==> config.mk <==
export PLATFORM = sky130hd
export DESIGN_NAME = fu_core
export DESIGN_NICKNAME = d
export VERILOG_FILES = /design/src/rtl/fu_pkg.sv /design/src/rtl/fu_arith.sv /design/src/rtl/fu_logic.sv /design/src/rtl/fu_shift.sv /design/src/rtl/fu_core.sv
export SDC_FILE = /design/constraint.sdc
export NUM_CORES = 1
export LEC_CHECK = 0
export BUFFER_PORTS_ARGS = -buffer_cell sky130_fd_sc_hd__buf_2
export CAP_MARGIN = 20
export CORE_ASPECT_RATIO = 0.6
export CORE_MARGIN = 2
export CORE_UTILIZATION = 55
export DETAILED_ROUTE_END_ITERATION = 12
export GPL_ROUTABILITY_DRIVEN = 0
export GPL_TIMING_DRIVEN = 0
export PLACE_DENSITY = 0.86
export SYNTH_ARGS = -nofsm -noshare
export SYNTH_HDL_FRONTEND = slang
export SYNTH_SLANG_ARGS = --single-unit
==> constraint.sdc <==
create_clock -name vclk -period 5.3
set_input_delay 0.53 -clock vclk [all_inputs]
set_output_delay 0.53 -clock vclk [all_outputs]
set_load 0.05 [all_outputs]
==> src/rtl/fu_pkg.sv <==
package fu_pkg;

    localparam int unsigned FU_WIDTH = 16;
    localparam int unsigned FU_SEL_W = 4;

    typedef enum logic [FU_SEL_W-1:0] {
        FN_PASSA = 4'b0000,
        FN_INC   = 4'b0001,
        FN_ADD   = 4'b0010,
        FN_SUB   = 4'b0101,
        FN_DEC   = 4'b0110,
        FN_AND   = 4'b1000,
        FN_OR    = 4'b1001,
        FN_XOR   = 4'b1010,
        FN_NOTA  = 4'b1011,
        FN_PASSB = 4'b1100,
        FN_SHR   = 4'b1101,
        FN_SHL   = 4'b1110
    } fu_op_e;

endpackage

==> src/rtl/fu_arith.sv <==
module fu_arith
    import fu_pkg::*;
#(
    parameter int unsigned W = FU_WIDTH
) (
    input  logic [W-1:0]        a,
    input  logic [W-1:0]        b,
    input  logic [FU_SEL_W-1:0] op,
    output logic [W-1:0]        res,
    output logic                hit
);

    localparam logic [W-1:0] ZERO = '0;
    localparam logic [W-1:0] ONES = '1;

    logic [W-1:0] addend;
    logic         cin;

    // Every arithmetic code is one adder pass with a chosen addend and carry-in.
    always_comb begin
        addend = ZERO;
        cin    = 1'b0;
        hit    = 1'b1;
        unique case (op)
            FN_PASSA: begin addend = ZERO; cin = 1'b0; end
            FN_INC:   begin addend = ZERO; cin = 1'b1; end
            FN_ADD:   begin addend = b;    cin = 1'b0; end
            FN_SUB:   begin addend = ~b;   cin = 1'b1; end
            FN_DEC:   begin addend = ONES; cin = 1'b0; end
            default:  hit = 1'b0;
        endcase
    end

    assign res = a + addend + {{(W-1){1'b0}}, cin};

    always_comb begin
        if (hit && op == FN_ADD) begin
            assert_add_inverse_R2: assert (res - b == a);
        end
        if (hit && op == FN_SUB) begin
            assert_sub_inverse_R2: assert (res + b == a);
        end
        if (hit && op == FN_INC && a == ONES) begin
            assert_inc_wrap_R8: assert (res == ZERO);
        end
    end

endmodule

==> src/rtl/fu_logic.sv <==
module fu_logic
    import fu_pkg::*;
#(
    parameter int unsigned W = FU_WIDTH
) (
    input  logic [W-1:0]        a,
    input  logic [W-1:0]        b,
    input  logic [FU_SEL_W-1:0] op,
    output logic [W-1:0]        res,
    output logic                hit
);

    always_comb begin
        res = '0;
        hit = 1'b1;
        unique case (op)
            FN_AND:  res = a & b;
            FN_OR:   res = a | b;
            FN_XOR:  res = a ^ b;
            FN_NOTA: res = ~a;
            default: hit = 1'b0;
        endcase
    end

    always_comb begin
        if (hit && op == FN_XOR) begin
            assert_xor_undo_R3: assert ((res ^ b) == a);
        end
        if (hit && op == FN_NOTA) begin
            assert_not_disjoint_R3: assert ((res & a) == '0 && (res | a) == '1);
        end
    end

endmodule

==> src/rtl/fu_shift.sv <==
module fu_shift
    import fu_pkg::*;
#(
    parameter int unsigned W = FU_WIDTH
) (
    input  logic [W-1:0]        b,
    input  logic [FU_SEL_W-1:0] op,
    output logic [W-1:0]        res,
    output logic                hit
);

    always_comb begin
        res = '0;
        hit = 1'b1;
        unique case (op)
            FN_PASSB: res = b;
            FN_SHR:   res = {1'b0, b[W-1:1]};
            FN_SHL:   res = {b[W-2:0], 1'b0};
            default:  hit = 1'b0;
        endcase
    end

    always_comb begin
        if (hit && op == FN_SHR) begin
            assert_shr_msb_clear_R4: assert (res[W-1] == 1'b0);
        end
        if (hit && op == FN_SHL) begin
            assert_shl_lsb_clear_R4: assert (res[0] == 1'b0);
        end
    end

endmodule

==> src/rtl/fu_core.sv <==
module fu_core
    import fu_pkg::*;
#(
    parameter int unsigned W = FU_WIDTH
) (
    input  logic [W-1:0]        opnd_a,
    input  logic [W-1:0]        opnd_b,
    input  logic [FU_SEL_W-1:0] fsel,
    output logic [W-1:0]        result,
    output logic                neg_flag,
    output logic                zero_flag
);

    logic [W-1:0] ar_res, lg_res, sh_res;
    logic         ar_hit, lg_hit, sh_hit;

    fu_arith #(.W(W)) u_arith (
        .a(opnd_a), .b(opnd_b), .op(fsel), .res(ar_res), .hit(ar_hit)
    );

    fu_logic #(.W(W)) u_logic (
        .a(opnd_a), .b(opnd_b), .op(fsel), .res(lg_res), .hit(lg_hit)
    );

    fu_shift #(.W(W)) u_shift (
        .b(opnd_b), .op(fsel), .res(sh_res), .hit(sh_hit)
    );

    // Result steering: a code no unit claims yields zero.
    always_comb begin
        unique case ({ar_hit, lg_hit, sh_hit})
            3'b100:  result = ar_res;
            3'b010:  result = lg_res;
            3'b001:  result = sh_res;
            default: result = '0;
        endcase
    end

    assign neg_flag  = result[W-1];
    assign zero_flag = (result == '0);

    always_comb begin
        assert_one_owner_R7: assert ($onehot0({ar_hit, lg_hit, sh_hit}));
        assert_flags_exclusive_R6: assert (!(zero_flag && neg_flag));
        if (!(ar_hit || lg_hit || sh_hit)) begin
            assert_unclaimed_zero_R7: assert (zero_flag && !neg_flag);
        end
    end

endmodule

# Word-level counts from Yosys, hierarchy flattened
# Index checks and enable logic that the tools add are counted.
[classes]
mux = 8
n_addsub = 2
reduce_logical = 6
eq_ne = 14
bitwise_logic = 5
[ops]
columns = ["cell", "count"]
rows = [
  ["$pmux W16 S3", 3],
  ["$pmux W16 S4", 1],
  ["$not A16 Y16", 2],
  ["$eq A4 B4 Y1 const B", 7],
  ["$add A16 B1 Y16", 1],
  ["$add A16 B16 Y16", 1],
  ["$and A16 B16 Y16", 1],
  ["$logic_not A16 Y1", 1],
  ["$or A16 B16 Y16", 1],
  ["$xor A16 B16 Y16", 1],
  ["$eq A4 B3 Y1 const B", 2],
  ["$reduce_or A5 Y1", 1],
  ["$eq A4 B1 Y1 const B", 1],
  ["$eq A4 B2 Y1 const B", 1],
  ["$logic_not A4 Y1", 1],
  ["$mux W1", 4],
  ["$reduce_or A4 Y1", 1],
  ["$eq A3 B1 Y1 const B", 1],
  ["$eq A3 B2 Y1 const B", 1],
  ["$eq A3 B3 Y1 const B", 1],
  ["$reduce_or A3 Y1", 1],
  ["$reduce_or A2 Y1", 1],
]
[word_totals]
inputBits = 36
reg_bits = 0
out_inout_bits = 18
elab_cells = 35

# Depth between registers and ports, before layout
# Gate-level depths: netlist of the first run.
[depth]
word_depth = 6
depth_mapped = 17
depth_no_buf = 16

# Cells and area by module
# Synthesis of the first run repeated with hierarchy kept, for this count alone.
[unflattened]
cells_unflattened = 402
hier_area_um2 = 3209.3
[by_module_without_submodules]
columns = ["module", "area_per_inst_um2", "cells_per_inst", "n_inst"]
rows = [
  ["fu_arith", 1136.1, 175, 1],
  ["fu_logic", 1099.8, 122, 1],
  ["fu_core", 540.5, 64, 1],
  ["fu_shift", 432.9, 41, 1],
]

# Worst setup path before layout of the first run
# OpenSTA, ideal clock, no wires.
[synth_path]
path_type = "input port to output port"
startpoint = "input port fsel[3]"
endpoint = "output port zero_flag"
arrival_time_ns = 6.018
t_required_ns = 4.770
stages = 17
setup_slack_ns = -1.248
path_cell_list = "clkbuf_1 -> buf_1 -> nor2_1 -> clkbuf_1 -> a21oi_1 -> a21oi_1 -> fa_1 -> inv_1 -> fa_1 -> nand2b_1 -> a21oi_1 -> o22ai_1 -> o21ai_0 -> xnor2_1 -> o21ai_0 -> or4b_1 -> nor4bb_1"
[synth_between]
elab_chain_cells = 6
word_cells_on_any_way = 30
classes_between = "add/sub: 2; eq/ne: 14; mux: 8; reduce/logical: 6"
[synth_lines]
columns = ["item", "line", "source"]
rows = [
  ["from (decl)", "fu_core.sv:8", "input logic [FU_SEL_W-1:0] fsel,"],
  ["$eq A4 B3 Y1 (tied with other cells)", "fu_arith.sv:24", "unique case (op)"],
  ["$pmux W16 S3 (tied with other cells)", "fu_arith.sv:24", ""],
  ["$add A16 B16 Y16 (tied with other cells)", "fu_arith.sv:34", "assign res = a + addend + {{(W-1){1'b0}}, cin};"],
  ["$add A16 B1 Y16 (tied with other cells)", "fu_arith.sv:34", ""],
  ["$pmux W16 S3 *", "fu_core.sv:31", "unique case ({ar_hit, lg_hit, sh_hit})"],
  ["named net result[10]", "fu_core.sv:9", "output logic [W-1:0] result,"],
  ["$logic_not A16 Y1 *", "fu_core.sv:40", "assign zero_flag = (result == '0);"],
  ["to (decl)", "fu_core.sv:11", "output logic zero_flag"],
]
# The timed path passes the listed nets; every way through them passes the cells marked *.

# Final worst setup path of the first run
[layout_path]
startpoint = "input port fsel[3]"
endpoint = "output port zero_flag"
[layout_between]
elab_chain_cells = 6
word_cells_on_any_way = 30
classes_between = "add/sub: 2; eq/ne: 14; mux: 8; reduce/logical: 6"
[layout_lines]
columns = ["item", "line"]
rows = [
  ["$eq A4 B3 Y1 (tied with other cells)", "fu_arith.sv:24"],
  ["$pmux W16 S3 (tied with other cells)", "fu_arith.sv:24"],
  ["$add A16 B16 Y16 (tied with other cells)", "fu_arith.sv:34"],
  ["$add A16 B1 Y16 (tied with other cells)", "fu_arith.sv:34"],
  ["$pmux W16 S3 *", "fu_core.sv:31"],
  ["$logic_not A16 Y1 *", "fu_core.sv:40"],
]
# Mark *: on every way between the ends. The rest lies on a longest branch, timed or not.

==> results of run 1 <==
## power by group
group | switching (uW) | internal (uW) | leakage, uW
Combinational | 236 | 124 | 0.00162
Clock | 0 | 0 | 0
Sequential | 0 | 0 | 0
Total | 236 | 124 | 0.00162
## worst max-delay path, cell delays in order
cell and delay (ns):
buf_2 0.14, clkbuf_4 0.19, buf_6 0.16, nand2b_1 0.19
inv_2 0.12, buf_4 0.21, fa_2 0.24, inv_2 0.04
fa_2 0.38, nand2b_4 0.19, a21oi_4 0.16, o22ai_1 0.12
xnor2_1 0.16, a22o_1 0.20, or4_1 0.57, or4b_4 0.55
nor4bb_4 0.31, buf_6 0.19
## worst max-delay path by stage
stage | from | endpoint | slack (ns) | depth (start not counted)
final | fsel[3] | zero_flag | 0.11 | 18
after global routing | fsel[3] | zero_flag | -0.06 | 18
after CTS | fsel[3] | zero_flag | 0.04 | 18
after detailed placement | fsel[3] | zero_flag | -0.28 | 18
after global placement | fsel[3] | zero_flag | -0.24 | 18
after floorplan | fsel[0] | zero_flag | 0.06 | 16
## through the flow
step,hold WS (ns),utilization (%),instances,setup TNS (ns),cell area (sq um)
2_1_floorplan,1.38,-,384,0,2690
3_3_place_gp,1.64,66.3,499,-0.244,3030
3_5_place_dp,1.64,66.3,499,-0.283,3030
4_1_cts,1.64,66.8,500,0,3050
5_1_grt,1.65,67.5,502,-0.0625,3080
6_report,1.65,67.5,502,0,3080
## layer usage
| layer | vias up | part of all wire [%] | track usage, % | routed length, microns |
|---|---|---|---|---|
| li1 | 1507 | - | - | - |
| met1 | 1470 | 45 | 50.4 | 4010 |
| met2 | 240 | 40 | 48.8 | 3550 |
| met3 | 26 | 14 | 5.81 | 1260 |
| met4 | 0 | 1.7 | 4.62 | 148 |
| met5 | - | 0 | 0 | 0 |
## kinds of logic (layout without fill, tap and decap cells)
| family | count (synthesis) | count (layout) | share of synthesized area (%) |
|---|---|---|---|
| adders and majority gates | 48 | 48 | 23.6 |
| and+or+nand+nor | 98 | 98 | 18.8 |
| buffers and inverters | 67 | 122 | 11.0 |
| muxes | 19 | 19 | 8.05 |
| xor gates and xnor gates | 12 | 12 | 4.03 |
| AOI/OAI and AO/OA | 140 | 140 | 34.5 |
## Yosys cell counts (4+ instances only)
cell | count | area share, %
nand3_1 | 9 | 1.7
o22ai_1 | 13 | 3.1
o211ai_1 | 8 | 2.3
mux2i_1 | 15 | 5.8
ha_1 | 46 | 22
nor2b_1 | 5 | 1.2
nand2_1 | 30 | 4.3
xnor2_1 | 9 | 3.0
nand2b_1 | 12 | 2.9
o21ai_0 | 21 | 4.0
buf_2 | 7 | 1.3
and3_1 | 5 | 1.2
inv_1 | 46 | 6.6
nor2_1 | 21 | 3.0
a211oi_1 | 4 | 1.2
a21o_1 | 7 | 2.0
buf_1 | 4 | 0.58
a21oi_1 | 53 | 10
clkbuf_1 | 5 | 0.72
## layout by cell type (no fill, tap or decap), types with 10 or more instances in the layout
master,Yosys,layout
buf_2,7,58
a21oi_1,53,50
ha_1,46,46
inv_1,46,44
nand2_1,30,30
nor2_1,21,20
o21ai_0,21,20
mux2i_1,15,15
o22ai_1,13,13
nand2b_1,12,10
## final cells by class
class	count	area [sq um]	area share (%)
Buffer	21	143	4.63
Inverter	46	173	5.61
Tap cell	63	78.8	2.56
Multi-Input combinational cell	317	2400	77.8
Timing Repair Buffer	55	289	9.39
## what timing repair did
action	in CTS	in global routing
endpoints found under the setup margin	1	1
gates resized for setup	5	3
setup buffers	1	2
pin swaps	1	1
cloned	0	0
==> results.yml, run 1 <==
cells_and_area:
  finalNetCount: 525
  layout-drive-gt1-share_pct: 21.9
  area_growth_pct: 18.0
  antennaDiodeCount: 0
  nClkBuffers: 0
  seq_cells: 0
  nFillCells: 425
  seqCellArea_sq_um: 0
pwr:
  power.density_nw_per_um2: 117
  power_uw: 360
  p_leak_uw: 0.00162
  vdd_drop_max_mv: 0.0825
drt:
  dr.pass1.iters: 5
  via_count: 3243
  route.detailed.wl_per_inst_microns: 17.9
  drt_iter0_drc: 560
  viasPerCell: 6.46
  drc: 0
  wl_microns: 8970
  drtAntennaViolNets: 0
logic_synthesis:
  syn_area_per_cell_sq_um: 6.80
  syn_nets: 468
  syn-instance-count: 384
  synth_area_sq_um: 2610
  yosysWarnings: 0
  synthDistinctLibCells: 57
  ys_seq_area_share_pct: 0
timing:
  finalHoldViolations: 0
  fin_crit_ns: 5.19
  timing.fmax_mhz: 192
  fin_crit_sh_pct: 98.0
  setup_viol: 0
  worst_slew_pin_slew_ns: 0.866
  setup_ws_ns: 0.105
  relSlewSlack_pct: 41.9
  final-max-slew-violation-count: 0
worst_setup_path:
  cp_max_fo: 10
  end_kind: "primary output"
  crit_path_start_kind: "input pin"
  required_ns: 4.77
  crit_type: "input pin to primary output"
  crit_arrival_ns: 4.66
grt:
  grt_max_degree: 11
  antenna_found_initial: 0
  grt_usage_pct: 32.8
  grt_pass1_vias: 2815
  grt_pass1_wl_microns: 14100
  overflow: 0
placement:
  place_ws_ns: -0.283
  port_buffers: 52
  dp_hpwl_microns: 7130
floorplanning:
  rows: 19
  start_util_pct: 57.2
  ios: 54
  die_w_microns: 92.9
  dieArea_sq_um: 5330
  coreArea_sq_um: 4560
  die_h_microns: 57.4
status:
  status: "complete, no violations"
min_path:
  holdPathEnd: "result[2]"
  hold_depth: 4
  hold_start: "opnd_b[2]"
  hp-class: "input pin to primary output"
flow_run:
  maxCapViolations: 0
clock_network:
  ctsHoldBuffers: 0
No activity file was read; power rests on OpenSTA's default activity.
==> run 2: changes to the inputs <==
--- a/config.mk
+++ b/config.mk
@@ -7,7 +7,7 @@
 export LEC_CHECK = 0
 export BUFFER_PORTS_ARGS = -buffer_cell sky130_fd_sc_hd__buf_2
 export CAP_MARGIN = 20
-export CORE_ASPECT_RATIO = 0.6
+export CORE_ASPECT_RATIO = 0.5
 export CORE_MARGIN = 2
 export CORE_UTILIZATION = 55
 export DETAILED_ROUTE_END_ITERATION = 12
==> run 2 against run 1 <==
First-iteration DRC count is 55% lower. Global-route usage decreased by 0.71 points. Largest power group unchanged. Non-clock buffer count unchanged. Clock-buffer cell count is the same. Critical endpoint unchanged. Worst hold slack gained 0.031 ns. Cell count up 0.60%. Maximum frequency rose by 0.77%. Wire length is 5.2% lower. Via count shrank 1.9%.
==> results.yml, run 2 (synthesis results as in run 1) <==
worst_setup_path:
  crit_arrival_ns: 4.63
  crit_path_start_kind: "input pin"
  critical_path.max_stage_delay_ns: 0.55
  cp_top_family: "simple AND/OR/NAND/NOR gates"
  required_ns: 4.77
  cp_max_fo: 10
  end_kind: "primary output"
  path_buf_inv: 6
  path_cells: "buf_2, clkbuf_4, buf_6, nand2b_2, inv_4, a21oi_2, a21oi_2, fa_2, inv_2, fa_2, nand2b_4, a21oi_4, o22ai_1, xnor2_1, a22o_1, or4_4, or4b_4, nor4bb_4, buf_6"
  crit_type: "input pin to primary output"
  crit_path_top_delay_cell: "or4_4"
placement:
  port_buffers: 52
  dp_hpwl_microns: 6710
  place_inst: 502
  place_ws_ns: -0.308
floorplanning:
  dieArea_sq_um: 5350
  die_h_microns: 52.7
  start_util_pct: 58.2
  rows: 17
  die_w_microns: 101
  ios: 54
  coreArea_sq_um: 4490
timing:
  relSlewSlack_pct: 37.8
  final-max-slew-violation-count: 0
  setup_ws_ns: 0.145
  setup_viol: 0
  timing.fmax_mhz: 194
  worst_slew_pin_slew_ns: 0.927
  fin_crit_sh_pct: 97.3
  whs_ns: 1.68
  finalHoldViolations: 0
  fin_crit_ns: 5.16
grt:
  overflow: 0
  grt_usage_pct: 32.1
  grt_pass1_wl_microns: 13600
  antenna_found_initial: 0
  grt_pass1_vias: 2898
  grt_max_degree: 11
drt:
  dr.pass1.iters: 6
  wl_microns: 8500
  drt_iter0_drc: 251
  drtAntennaViolNets: 0
  drc: 0
  via_count: 3182
  viasPerCell: 6.30
  route.detailed.wl_per_inst_microns: 16.8
cells_and_area:
  seqCellArea_sq_um: 0
  finalNetCount: 525
  area_growth_pct: 18.5
  nClkBuffers: 0
  seq_cells: 0
  layout-drive-gt1-share_pct: 22.3
  nFillCells: 417
  antennaDiodeCount: 0
  layout_commonest_cell: "buf_2"
  stdcell_count: 505
  final_cell_mix: "buf_2 (58), a21oi_1 (50), ha_1 (46)"
pwr:
  power.density_nw_per_um2: 115
  power_uw: 357
  vdd_drop_max_mv: 0.0634
  p_leak_uw: 0.00162
flow_run:
  maxCapViolations: 0
min_path:
  holdPathEnd: "result[9]"
  hold_depth: 4
  hp-class: "input pin to primary output"
  hold_start: "opnd_b[10]"
status:
  status: "complete, no violations"
clock_network:
  ctsHoldBuffers: 0
-- run 2: worst min-delay path: stages --
cell,delay [ns]
buf_2,0.14
a211oi_1,0.09
o21ai_0,0.11
buf_2,0.28
-- run 2: final cells by class --
cell class | count | area [sq um] | share of cell area, %
multi-input combinational | 317 | 2400 | 77.7
timing repair buffer | 55 | 289 | 9.35
inverter | 46 | 175 | 5.67
buffer | 21 | 141 | 4.57
tap | 66 | 82.6 | 2.67
-- run 2: how the worst max path moves through the flow --
| stage | start | endpoint | slack (ns) | cells past startpoint |
|---|---|---|---|---|
| after detailed placement | fsel[3] | zero_flag | -0.31 | 18 |
| after global routing | fsel[3] | zero_flag | -0.004 | 19 |
| after floorplan | fsel[0] | zero_flag | 0.06 | 16 |
| after CTS | fsel[3] | zero_flag | 0.05 | 18 |
| final | fsel[3] | zero_flag | 0.14 | 19 |
| after global placement | fsel[3] | zero_flag | -0.23 | 18 |
-- run 2: power by group --
part | internal, uW | switching (uW)
sequential | 0 | 0
combinational | 125 | 232
clock | 0 | 0
-- run 2: metal layers --
layer / track usage, % / wire [microns] / vias to the layer above
li1: - / - / 1507
met1: 41.5 / 3620 / 1448
met2: 54.1 / 3630 / 202
met3: 7.20 / 1070 / 25
met4: 8.78 / 179 / 0
met5: 0 / 0 / -
-- run 2: metrics by stage --
stage	TNS (ns)	instance area, sq um	util (%)
after floorplan	0	2690	-
final	0	3090	68.9
after CTS	0	3060	68.1
after global placement	-0.225	3030	67.5
after global routing	-0.00391	3090	68.9
after detailed placement	-0.308	3030	67.5
-- run 2: repair_timing --
| item | 4_1_cts | 5_1_grt |
|---|---|---|
| endpoints found under the setup margin | 1 | 1 |
| setup buffers | 2 | 1 |
| pin swaps | 1 | 1 |
| gates resized for setup | 4 | 7 |
==> run 3: changes to the inputs <==
--- a/config.mk
+++ b/config.mk
@@ -11,9 +11,9 @@
 export CORE_MARGIN = 2
 export CORE_UTILIZATION = 55
 export DETAILED_ROUTE_END_ITERATION = 12
-export GPL_ROUTABILITY_DRIVEN = 0
 export GPL_TIMING_DRIVEN = 0
 export PLACE_DENSITY = 0.86
+export SETUP_SLACK_MARGIN = 0.4
 export SYNTH_ARGS = -nofsm -noshare
 export SYNTH_HDL_FRONTEND = slang
 export SYNTH_SLANG_ARGS = --single-unit
==> run 3 against run 2 <==
First-iteration DRC count is 30% higher. Sequential share of layout area did not move. Maximum frequency rose by 4.7%. Flip-flop and latch count unchanged. Worst hold slack gained 0.019 ns. Critical path type unchanged. Highest routed layer unchanged. Clock-buffer cell count unchanged. Non-clock buffer count increased by 19. Die area did not move. Core utilization up 5.7 points. Wire length grew 10%.
==> results.yml, run 3 (synthesis results as in run 1) <==
worst_setup_path:
  crit_path_top_delay_cell: "or4b_4"
  required_ns: 4.77
  critical_path.max_stage_delay_ns: 0.57
  end_kind: "primary output"
  worst_path_most_repeated_cell: "clkbuf_4"
  crit_path_start_kind: "input pin"
  path_cells: "buf_4, clkbuf_4, clkbuf_4, clkbuf_4, o22ai_1, fa_2, nand2b_4, buf_6, a32oi_2, o211ai_1, or2_1, or4_4, or4b_4, nor4bb_4, buf_6"
  cp_max_fo: 10
  crit_start: "fsel[2]"
  crit_type: "input pin to primary output"
  crit_arrival_ns: 4.39
pwr:
  vdd_drop_max_mv: 0.0731
  p_seq_share_pct: 0
  switching_share_pct: 63.1
  p_sw_uw: 244
  p_leak_uw: 0.00175
  power_uw: 386
  clockPowerShare_pct: 0
  internal-power_uw: 143
  pwr-share-comb_pct: 100.0
  power.density_nw_per_um2: 115
grt:
  antenna_found_initial: 0
  grt_usage_pct: 33.4
  overflow: 0
  grt_pass1_wl_microns: 14000
  grt_pass1_vias: 2916
  grt_max_degree: 11
timing:
  relSlewSlack_pct: 35.4
  finalHoldViolations: 0
  fin_crit_ns: 4.92
  worst_slew_pin_slew_ns: 0.963
  final-max-slew-violation-count: 0
  fin_crit_sh_pct: 92.9
  setup_viol: 0
  rsz0062_at_grt: "true"
  timing.fmax_mhz: 203
  tns_ns: 0
  whs_ns: 1.70
cells_and_area:
  seqCellArea_sq_um: 0
  nFillCells: 354
  fin_area_sq_um: 3350
  seq_cells: 0
  area_growth_pct: 28.2
  layout_commonest_cell: "buf_2"
  nClkBuffers: 0
  finalNetCount: 544
  final_cell_mix: "buf_2 (52), a21oi_1 (50), ha_1 (46)"
  layout-drive-gt1-share_pct: 26.9
  stdcell_count: 524
  antennaDiodeCount: 0
placement:
  globalplace.congestion: 0.997
  placed_cell_area_sq_um: 3040
  place_inst: 502
  port_buffers: 52
  dp_hpwl_microns: 6850
floorplanning:
  start_util_pct: 58.2
  die_h_microns: 52.7
  ios: 54
  rows: 17
  dieArea_sq_um: 5350
  die_w_microns: 101
  coreArea_sq_um: 4490
drt:
  drtAntennaViolNets: 0
  viasPerCell: 6.38
  route.detailed.wl_per_inst_microns: 17.9
  drt_iter0_drc: 327
  dr.pass1.iters: 6
  wl_microns: 9390
  drc: 0
  via_count: 3341
clock_network:
  ctsHoldBuffers: 0
min_path:
  hold_start: "opnd_b[12]"
  hp-class: "input pin to primary output"
status:
  status: "complete, no violations"
flow_run:
  maxCapViolations: 0
-- run 3: changes by cell type in the layout (fill, tap and decap cells not counted), sizes merged --
cell,change
clkbuf,-1
buf,+20
-- run 3: cell type report --
class / instances / area [sq um] / share of cell area, %
buffer: 21 / 176 / 5.27
inverter: 46 / 178 / 5.31
multi-input combinational: 317 / 2460 / 73.4
tap: 66 / 82.6 / 2.47
timing repair buffer: 74 / 452 / 13.5
-- run 3: final timing paths --
kind / slack [ns] / cells after the start / endpoint
setup / recovery: 0.38 / 15 / zero_flag
hold / removal: 1.70 / 6 / result[12]
-- run 3: per-stage QoR --
step | utilization (%) | setup WS [ns]
after floorplan | - | 0.0593
after global placement | 67.8 | -0.247
after detailed placement | 67.8 | -0.283
after CTS | 70.5 | 0.403
after global routing | 74.5 | 0.258
final | 74.5 | 0.377
-- run 3: metal layers --
layer  GRT usage, %  share of wire (%)
met5              0                  0
met4           8.33                3.0
met3           2.53                 13
met2           56.3                 44
met1           46.4                 41
-- run 3: power by group through the flow --
stage	registers, uW	clock network [uW]	logic, uW
6_report	0	0	386
5_1_grt	0	0	413
4_1_cts	0	0	357
3_5_place_dp	0	0	345
3_3_place_gp	0	0	339
2_1_floorplan	0	0	256
-- run 3: worst max-delay path: cells and delay by family --
family / cells / cell delay, ns
fa+ha+maj: 1 / 0.36
simple gates: 5 / 1.81
buf+inv: 6 / 1.22
compound gates: 3 / 0.46
-- run 3: repair_timing --
item,in CTS,in global routing
setup endpoints to repair,1,1
gates resized for setup,15,25
buffers inserted,8,14
pin swaps,5,11
